==> src/rtl/dbg_intr_pkg.sv <==
package dbg_intr_pkg;

    typedef enum logic [1:0] {
        ST_OFF  = 2'd0,
        ST_ON   = 2'd1,
        ST_TAKE = 2'd2
    } dbg_state_e;

endpackage

==> src/rtl/dbg_status_reg.sv <==
module dbg_status_reg #(
    parameter int N_EVT = 6
) (
    input  logic             clk,
    input  logic             rst_n,
    input  logic [N_EVT-1:0] evt_set_i,
    input  logic             imp_set_i,
    input  logic             wr_en_i,
    input  logic [N_EVT:0]   wr_mask_i,
    output logic [N_EVT:0]   sts_q_o,
    output logic             evt_pend_next_o
);
    localparam int W = N_EVT + 1;

    logic [W-1:0] set_vec;
    logic [W-1:0] clr_vec;
    logic [W-1:0] sts_d;
    logic [W-1:0] sts_q;

    assign set_vec = {imp_set_i, evt_set_i};
    assign clr_vec = wr_en_i ? wr_mask_i : '0;

    // per-bit sticky cell: a set beats a clear in the same cycle
    for (genvar i = 0; i < W; i++) begin : g_bit
        assign sts_d[i] = set_vec[i] | (sts_q[i] & ~clr_vec[i]);
    end

    always_ff @(posedge clk or negedge rst_n) begin
        if (!rst_n) sts_q <= '0;
        else        sts_q <= sts_d;
    end

    assign sts_q_o         = sts_q;
    assign evt_pend_next_o = |sts_d[N_EVT-1:0];
endmodule

==> src/rtl/dbg_ctrl_fsm.sv <==
module dbg_ctrl_fsm
    import dbg_intr_pkg::*;
(
    input  logic clk,
    input  logic rst_n,
    input  logic cmpl_valid_i,
    input  logic hit_any_i,
    input  logic en_set_i,
    input  logic en_clr_i,
    input  logic pend_next_i,
    output logic take_precise_o,
    output logic take_delayed_o,
    output logic dbg_en_o,
    output logic dbg_irq_o
);
    dbg_state_e state_q, state_d;

    always_ff @(posedge clk or negedge rst_n) begin
        if (!rst_n) state_q <= ST_OFF;
        else        state_q <= state_d;
    end

    always_comb begin
        state_d        = state_q;
        take_precise_o = 1'b0;
        take_delayed_o = 1'b0;
        unique case (state_q)
            ST_OFF: begin
                if (cmpl_valid_i && en_set_i) begin
                    if (pend_next_i) begin
                        state_d        = ST_TAKE;
                        take_delayed_o = 1'b1;
                    end else begin
                        state_d = ST_ON;
                    end
                end
            end
            ST_ON: begin
                if (cmpl_valid_i && hit_any_i) begin
                    state_d        = ST_TAKE;
                    take_precise_o = 1'b1;
                end else if (cmpl_valid_i && en_clr_i) begin
                    state_d = ST_OFF;
                end
            end
            ST_TAKE: state_d = ST_OFF;
            default: state_d = ST_OFF;
        endcase
    end

    always_comb begin
        dbg_en_o  = (state_q == ST_ON);
        dbg_irq_o = (state_q == ST_TAKE);
    end
endmodule

==> src/rtl/dbg_save_addr.sv <==
module dbg_save_addr #(
    parameter int ADDR_W = 32
) (
    input  logic              clk,
    input  logic              rst_n,
    input  logic              take_precise_i,
    input  logic              take_delayed_i,
    input  logic [ADDR_W-1:0] cmpl_pc_i,
    input  logic [ADDR_W-1:0] cmpl_next_pc_i,
    output logic [ADDR_W-1:0] save_pc_o
);
    always_ff @(posedge clk or negedge rst_n) begin
        if (!rst_n)              save_pc_o <= '0;
        else if (take_precise_i) save_pc_o <= cmpl_pc_i;
        else if (take_delayed_i) save_pc_o <= cmpl_next_pc_i;
    end
endmodule

==> src/rtl/dbg_intr_ctrl.sv <==
module dbg_intr_ctrl #(
    parameter int ADDR_W = 32,
    parameter int N_IAC  = 2,
    parameter int N_DAC  = 4
) (
    input  logic                     clk,
    input  logic                     rst_n,
    input  logic                     cmpl_valid_i,
    input  logic [ADDR_W-1:0]        cmpl_pc_i,
    input  logic [ADDR_W-1:0]        cmpl_next_pc_i,
    input  logic [N_IAC-1:0]         iac_hit_i,
    input  logic [N_DAC-1:0]         dac_hit_i,
    input  logic                     en_set_i,
    input  logic                     en_clr_i,
    input  logic                     sts_we_i,
    input  logic [N_IAC+N_DAC:0]     sts_wdata_i,
    output logic [N_IAC+N_DAC:0]     sts_rdata_o,
    output logic                     dbg_en_o,
    output logic                     dbg_irq_o,
    output logic [ADDR_W-1:0]        save_pc_o
);
    localparam int N_EVT = N_IAC + N_DAC;

    logic [N_EVT-1:0] hit_q;
    logic             hit_any;
    logic             pend_next;
    logic             take_p;
    logic             take_d;

    assign hit_q   = cmpl_valid_i ? {dac_hit_i, iac_hit_i} : '0;
    assign hit_any = |hit_q;

    dbg_status_reg #(.N_EVT(N_EVT)) u_sts (
        .clk             (clk),
        .rst_n           (rst_n),
        .evt_set_i       (hit_q),
        .imp_set_i       (take_d),
        .wr_en_i         (sts_we_i),
        .wr_mask_i       (sts_wdata_i),
        .sts_q_o         (sts_rdata_o),
        .evt_pend_next_o (pend_next)
    );

    dbg_ctrl_fsm u_fsm (
        .clk            (clk),
        .rst_n          (rst_n),
        .cmpl_valid_i   (cmpl_valid_i),
        .hit_any_i      (hit_any),
        .en_set_i       (en_set_i),
        .en_clr_i       (en_clr_i),
        .pend_next_i    (pend_next),
        .take_precise_o (take_p),
        .take_delayed_o (take_d),
        .dbg_en_o       (dbg_en_o),
        .dbg_irq_o      (dbg_irq_o)
    );

    dbg_save_addr #(.ADDR_W(ADDR_W)) u_save (
        .clk            (clk),
        .rst_n          (rst_n),
        .take_precise_i (take_p),
        .take_delayed_i (take_d),
        .cmpl_pc_i      (cmpl_pc_i),
        .cmpl_next_pc_i (cmpl_next_pc_i),
        .save_pc_o      (save_pc_o)
    );
endmodule

==> config.mk <==
export PLATFORM = sky130hd
export DESIGN_NAME = dbg_intr_ctrl
export DESIGN_NICKNAME = d
export VERILOG_FILES = /design/src/rtl/dbg_intr_pkg.sv /design/src/rtl/dbg_status_reg.sv /design/src/rtl/dbg_ctrl_fsm.sv /design/src/rtl/dbg_save_addr.sv /design/src/rtl/dbg_intr_ctrl.sv
export SDC_FILE = /design/constraint.sdc
export NUM_CORES = 1
export LEC_CHECK = 0
export BUFFER_PORTS_ARGS = -buffer_cell sky130_fd_sc_hd__buf_2
export CAP_MARGIN = 25
export CORE_UTILIZATION = 40
export DETAILED_ROUTE_END_ITERATION = 6
export PLACE_DENSITY = 0.71
export SKIP_CTS_REPAIR_TIMING = 1
export SYNTH_ARGS = -nofsm -noshare
export SYNTH_HDL_FRONTEND = slang
export SYNTH_SLANG_ARGS = --single-unit
==> constraint.sdc <==
create_clock -name clk -period 4.5 [get_ports clk]
set_input_delay 0.225 -clock clk [delete_from_list [all_inputs] [get_ports clk]]
set_output_delay 0.225 -clock clk [all_outputs]
set_load 0.02 [all_outputs]
==> impl_metrics.py, run 1 <==
metrics = {
    "outcome": {
        "outcome": "finished clean",
    },
    "clock_network": {
        "clkSinkCount": 41,
        "htreeDepth": 2,
        "insertion_delay_ns": 0.28,
        "cts_tree": "built",
        "clockBufferDepth": 2,
        "numCtsBuffers": 5,
        "root_buffer": "clkbuf_8",
        "path_clk_slew_ns": 0.08,
    },
    "synth": {
        "synth_edf_count": 0,
        "yosysWarnings": 0,
        "synth_fp_nets": 352,
        "ys.flop_type": "dfrtp_1",
        "netlist_area_um2": 2600,
        "postSynth.asyncResetShare_pct": 100,
        "synth_xor_xnor_area_share_pct": 0,
        "synth_area_leaders": "dfrtp_1, a41oi_1, o311ai_1, nor2b_1, a31oi_1",
        "synth_fa_ha_area_share_pct": 0,
        "synth_seq_cells": 41,
        "muxShareOfSynthArea_pct": 0,
        "yosysUniqueCellTypes": 26,
        "syn_avg_cell_area_um2": 9.66,
        "seq_area_frac_synth_pct": 39.5,
        "synth_top_family_by_area": "compound AO/OA/AOI/OAI gates",
        "yosys.area_share.simple_pct": 16.2,
        "synth_top_area_cell": "dfrtp_1",
        "synth_top_area_share_pct": 39.5,
        "syn_inst": 269,
        "synth_compound_area_share_pct": 38.0,
    },
    "route": {
        "drt_iter0_drc": 101,
        "drtAntennaViolNets": 0,
        "wl_per_cell_um": 16.7,
        "wl_met1_mm": 3.29,
        "via_per_inst": 5.87,
        "drtPass1Iterations": 5,
        "route.met2.wl_mm": 3.80,
        "routed_wl_mm": 7.59,
        "routed-wl-met3_um": 466,
        "vias": 2671,
        "highest_layer": "met4",
        "drc": 0,
    },
    "placed_design": {
        "hpwl_mm": 4.75,
        "place.gp.congestion": 0.761,
        "port_buffers": 123,
        "placed_cells": 441,
        "pre_cts_slack_ns": 2.04,
    },
    "floorplanning": {
        "io_pins": 124,
        "floorplan.initialDensity_pct": 41.2,
        "rows": 29,
        "die_area_um2": 6820,
        "chipHeight_um": 82.6,
        "die_x_um": 82.6,
        "design.core.area_um2": 6310,
    },
    "layout": {
        "mostFrequentLayoutCells": "buf_2, dfrtp_1, nor2b_1",
        "n_antenna_cell": 0,
        "final_common_cell": "buf_2",
        "syn2layout_area_growth_pct": 31.0,
        "drive_gt1_share_pct": 39.7,
        "finalNonFillerCells": 455,
        "fin_nets": 460,
    },
    "global_routing": {
        "grt_max_degree": 67,
        "grt_pass1_vias": 2427,
        "grt_first_pass_wirelength_mm": 11.8,
        "grt_usage_pct": 22.7,
        "antenna_found_initial": 0,
        "grt_overflow": 0,
    },
    "worst_hold_path": {
        "hold_class": "primary input to flop",
        "min-delay-start": "sts_wdata_i[6]",
    },
    "setup_path": {
        "critPathTopFamily": "compound AO/OA/AOI/OAI gates",
        "crit_path_end_kind": "flop",
        "crit_buf_inv": 1,
        "setup.worst_path.start": "u_sts.sts_q_o[4]",
        "required_ns": 4.66,
        "regToRegStartpoint": "u_sts.sts_q_o[4]",
        "cp_cell_sequence": "a21boi_2, a2111o_1, buf_16, o311ai_0, a31oi_1",
        "critical_path.max_stage_delay_ns": 0.65,
        "slowest_stage": "a2111o_1",
        "critPathArrivalTime_ns": 2.23,
        "cp_max_fo": 20,
        "startpoint_type": "flop",
        "crit_type": "flop to flop",
    },
    "timing": {
        "rsz0062_at_grt": "no",
        "drv_slew": 0,
        "min_period_ns": 2.08,
        "max_freq_ghz": 0.482,
        "finalSetupTns_ns": 0,
        "holdWs_ns": 0.196,
        "period_share_pct": 46.1,
        "fin_skew_ns": 0.00428,
        "setup_ws_ns": 2.42,
        "worstMarginPinSlew_ns": 0.655,
        "setup_viol": 0,
        "hold_viol": 0,
        "max_slew_margin_pct": 56.3,
    },
    "power": {
        "power_density_nw_per_um2": 331,
        "intPower_mw": 0.711,
        "power_switching_mw": 0.416,
        "combPwrFrac_pct": 37.6,
        "swShare_pct": 36.9,
        "p_leak_nw": 1.52,
        "seq_power_share_pct": 41.6,
        "p_clk_share_pct": 20.8,
        "power.total_mw": 1.13,
        "irDropWorstVdd_v": 0.000177,
    },
    "flow_run": {
        "max_cap_violations": 0,
    },
}
[worst register-to-register path: stages (launching register included)]
cell	delay [ns]
dfrtp_1	0.37
a21boi_2	0.18
a2111o_1	0.65
buf_16	0.27
o311ai_0	0.35
a31oi_1	0.13
[power groups by stage]
stage          registers, mW  clock network (mW)  logic (mW)
6_report               0.468               0.235       0.423
3_3_place_gp           0.473                   0       0.397
4_1_cts                0.468               0.244       0.407
5_1_grt                0.477               0.259       0.461
2_1_floorplan          0.545                   0       0.187
3_5_place_dp           0.475                   0       0.405
[synthesized netlist by cell type (all sizes together), types with 3 or more instances]
cell / number
a21o: 3
a2111oi: 3
o311ai: 33
nor2: 32
nand2: 6
buf: 24
clkbuf: 9
or2: 3
dfrtp: 41
a31oi: 32
a21boi: 6
a2111o: 3
and2: 3
nor2b: 34
a41oi: 32
[cell type report]
cell class,count,area [µm²]
repair buffers,134,781
fillers,618,2910
clock buffers,8,80.1
well taps,77,96.3
flip-flops and latches,41,1030
multi-input cells,195,1420
[per-stage QoR]
step / instance area, µm² / util (%)
final: 3400 / 53.9
after global routing: 3400 / 53.9
after floorplan: 2600 / -
after detailed placement: 3210 / 50.8
after global placement: 3210 / 50.8
after CTS: 3290 / 52.1
[state kept, by name, indices dropped and copies added, names as in the netlist]
register / count
u_sts.sts_q_o: 7
u_save.save_pc_o: 32
u_fsm.state_q: 2
[layer usage]
metal / GRT usage, % / vias to the layer above
met5: 0 / -
met3: 3.96 / 2
met4: 6.03 / 0
met1: 29.0 / 1266
li1: - / 1298
met2: 39.4 / 105
[logic make-up after synthesis]
group,after synthesis
compound gates,114
simple gates,81
flops,41
buf+inv,33
[worst paths after layout]
check | endpoint | slack (ns) | depth (start not counted)
min in group asynchronous | u_save.save_pc_o[22] | 0.37 | 2
setup / recovery | u_save.save_pc_o[28] | 2.42 | 5
hold reg to reg | u_sts.sts_q_o[6] | 0.48 | 2
max in group asynchronous | u_save.save_pc_o[7] | 3.66 | 3
setup reg to reg | u_save.save_pc_o[28] | 2.42 | 5
hold / removal | u_sts.sts_q_o[6] | 0.20 | 4
No activity file was read; power rests on OpenSTA's default activity.
==> run 2, diff against run 1 <==
- PLACE_DENSITY: 0.71 -> 0.73
- clock period: 4.5 -> 1.8 ns (I/O delays scaled with it)
==> impl_metrics.py, run 2 (same netlist as run 1, synthesis figures left out) <==
metrics = {
    "floorplanning": {
        "design.core.area_um2": 6310,
        "die_area_um2": 6820,
        "io_pins": 124,
        "chipHeight_um": 82.6,
        "die_x_um": 82.6,
        "rows": 29,
        "floorplan.initialDensity_pct": 41.2,
    },
    "setup_path": {
        "cp_max_fo": 18,
        "required_ns": 1.98,
        "regToRegStartpoint": "u_sts.sts_q_o[0]",
        "crit_type": "flop to flop",
        "startpoint_type": "flop",
        "critPathArrivalTime_ns": 1.92,
        "rrSetupSlack_ns": 0.05,
        "setup.worst_path.start": "u_sts.sts_q_o[0]",
        "crit_path_end_kind": "flop",
    },
    "layout": {
        "fin_util_pct": 58.8,
        "n_antenna_cell": 0,
        "largest_reg_flops": 32,
        "drive_gt1_share_pct": 46.5,
        "top_register": "u_save.save_pc_o",
        "nFillCells": 576,
        "final_common_cell": "buf_2",
        "design_area_um2": 3710,
        "mostFrequentLayoutCells": "buf_2, dfrtp_1, nor2b_1",
        "fin_nets": 469,
        "syn2layout_area_growth_pct": 42.8,
    },
    "timing": {
        "period_share_pct": 97.0,
        "fin_skew_ns": 0.00830,
        "rsz0062_at_grt": "yes",
        "worstMarginPinSlew_ns": 0.797,
        "holdWs_ns": 0.0427,
        "max_slew_margin_pct": 46.9,
        "setup_viol": 0,
        "setup_ws_ns": 0.0536,
        "max_freq_ghz": 0.573,
        "min_period_ns": 1.75,
        "hold_viol": 0,
        "drv_slew": 0,
    },
    "global_routing": {
        "grt_first_pass_wirelength_mm": 12.4,
        "grt_overflow": 0,
        "grt_pass1_vias": 2521,
        "grt_usage_pct": 24.0,
        "grt_max_degree": 49,
        "antenna_found_initial": 0,
    },
    "clock_network": {
        "root_buffer": "clkbuf_8",
        "numCtsBuffers": 5,
        "insertion_delay_ns": 0.30,
        "htreeDepth": 2,
        "clockBufferDepth": 2,
        "cts_tree": "built",
        "clkSinkCount": 41,
        "path_clk_slew_ns": 0.09,
    },
    "placed_design": {
        "dpl_cell_area_um2": 3360,
        "pre_cts_slack_ns": -0.0340,
        "port_buffers": 123,
        "place.gp.congestion": 0.837,
        "hpwl_mm": 5.62,
    },
    "power": {
        "power_density_nw_per_um2": 867,
        "irDropWorstVdd_v": 0.000423,
        "swShare_pct": 35.1,
        "power.total_mw": 3.22,
        "p_clk_share_pct": 27.9,
        "power_switching_mw": 1.13,
        "p_leak_nw": 1.61,
        "intPower_mw": 2.09,
        "seq_power_share_pct": 36.5,
        "combPwrFrac_pct": 35.6,
    },
    "worst_hold_path": {
        "hold_class": "primary input to flop",
        "min-delay-start": "cmpl_pc_i[8]",
    },
    "route": {
        "routed_wl_mm": 8.39,
        "vias": 2838,
        "wl_per_cell_um": 18.1,
        "drt_iter0_drc": 129,
        "drc": 0,
        "drtAntennaViolNets": 0,
        "via_per_inst": 6.12,
        "drtPass1Iterations": 4,
    },
    "outcome": {
        "outcome": "finished clean",
    },
    "flow_run": {
        "max_cap_violations": 0,
    },
}
[run 2: changes by cell type in the layout (fill, tap and decap cells not counted), sizes merged]
cell and delta:
buf +9, clkinv +1, clkbuf -3, bufinv +2
[run 2: worst paths after layout]
check,end,cells past startpoint
max in group asynchronous,u_sts.sts_q_o[3],3
max reg2reg,u_save.save_pc_o[24],5
min reg2reg,u_sts.sts_q_o[6],2
min,u_save.save_pc_o[8],3
max,u_save.save_pc_o[24],5
min in group asynchronous,u_save.save_pc_o[14],2
[run 2: final cells by class]
| cell class | instances | area, µm² | area share (%) |
|---|---|---|---|
| Timing Repair Buffer | 143 | 861 | 23.2 |
| Tap cell | 77 | 96.3 | 2.60 |
| Multi-Input combinational cell | 195 | 1590 | 42.9 |
| Sequential cell | 41 | 1030 | 27.7 |
| Clock buffer | 5 | 68.8 | 1.85 |
| Clock inverter | 3 | 65.1 | 1.75 |
[run 2: power groups by stage]
stage | combinational [mW] | sequential [mW] | clock [mW]
6_report | 1.14 | 1.17 | 0.898
5_1_grt | 1.24 | 1.20 | 0.956
4_1_cts | 1.07 | 1.17 | 0.910
3_5_place_dp | 1.07 | 1.19 | 0
3_3_place_gp | 1.05 | 1.18 | 0
2_1_floorplan | 0.466 | 1.36 | 0
[run 2: critical path: stages (launching register included)]
cell and delay (ns):
dfrtp_1 0.37, a21boi_2 0.18, a2111o_1 0.43, buf_8 0.21, o311ai_2 0.31, a31oi_1 0.12
[run 2: metal layers]
| layer | up-vias | global-route usage [%] | part of all wire (%) |
|---|---|---|---|
| met5 | - | 0 | 0 |
| met2 | 144 | 37.3 | 48 |
| li1 | 1310 | - | - |
| met3 | 9 | 4.18 | 7.3 |
| met4 | 0 | 7.07 | 0.93 |
| met1 | 1375 | 34.0 | 44 |
[run 2: metrics by stage]
| step | TNS, ns | std cells |
|---|---|---|
| detailed placement | -0.0383 | 455 |
| global placement | -0.00985 | 455 |
| global route | -0.0935 | 464 |
| finish | 0 | 464 |
| CTS | -0.0777 | 463 |
| floorplan | 0 | 269 |
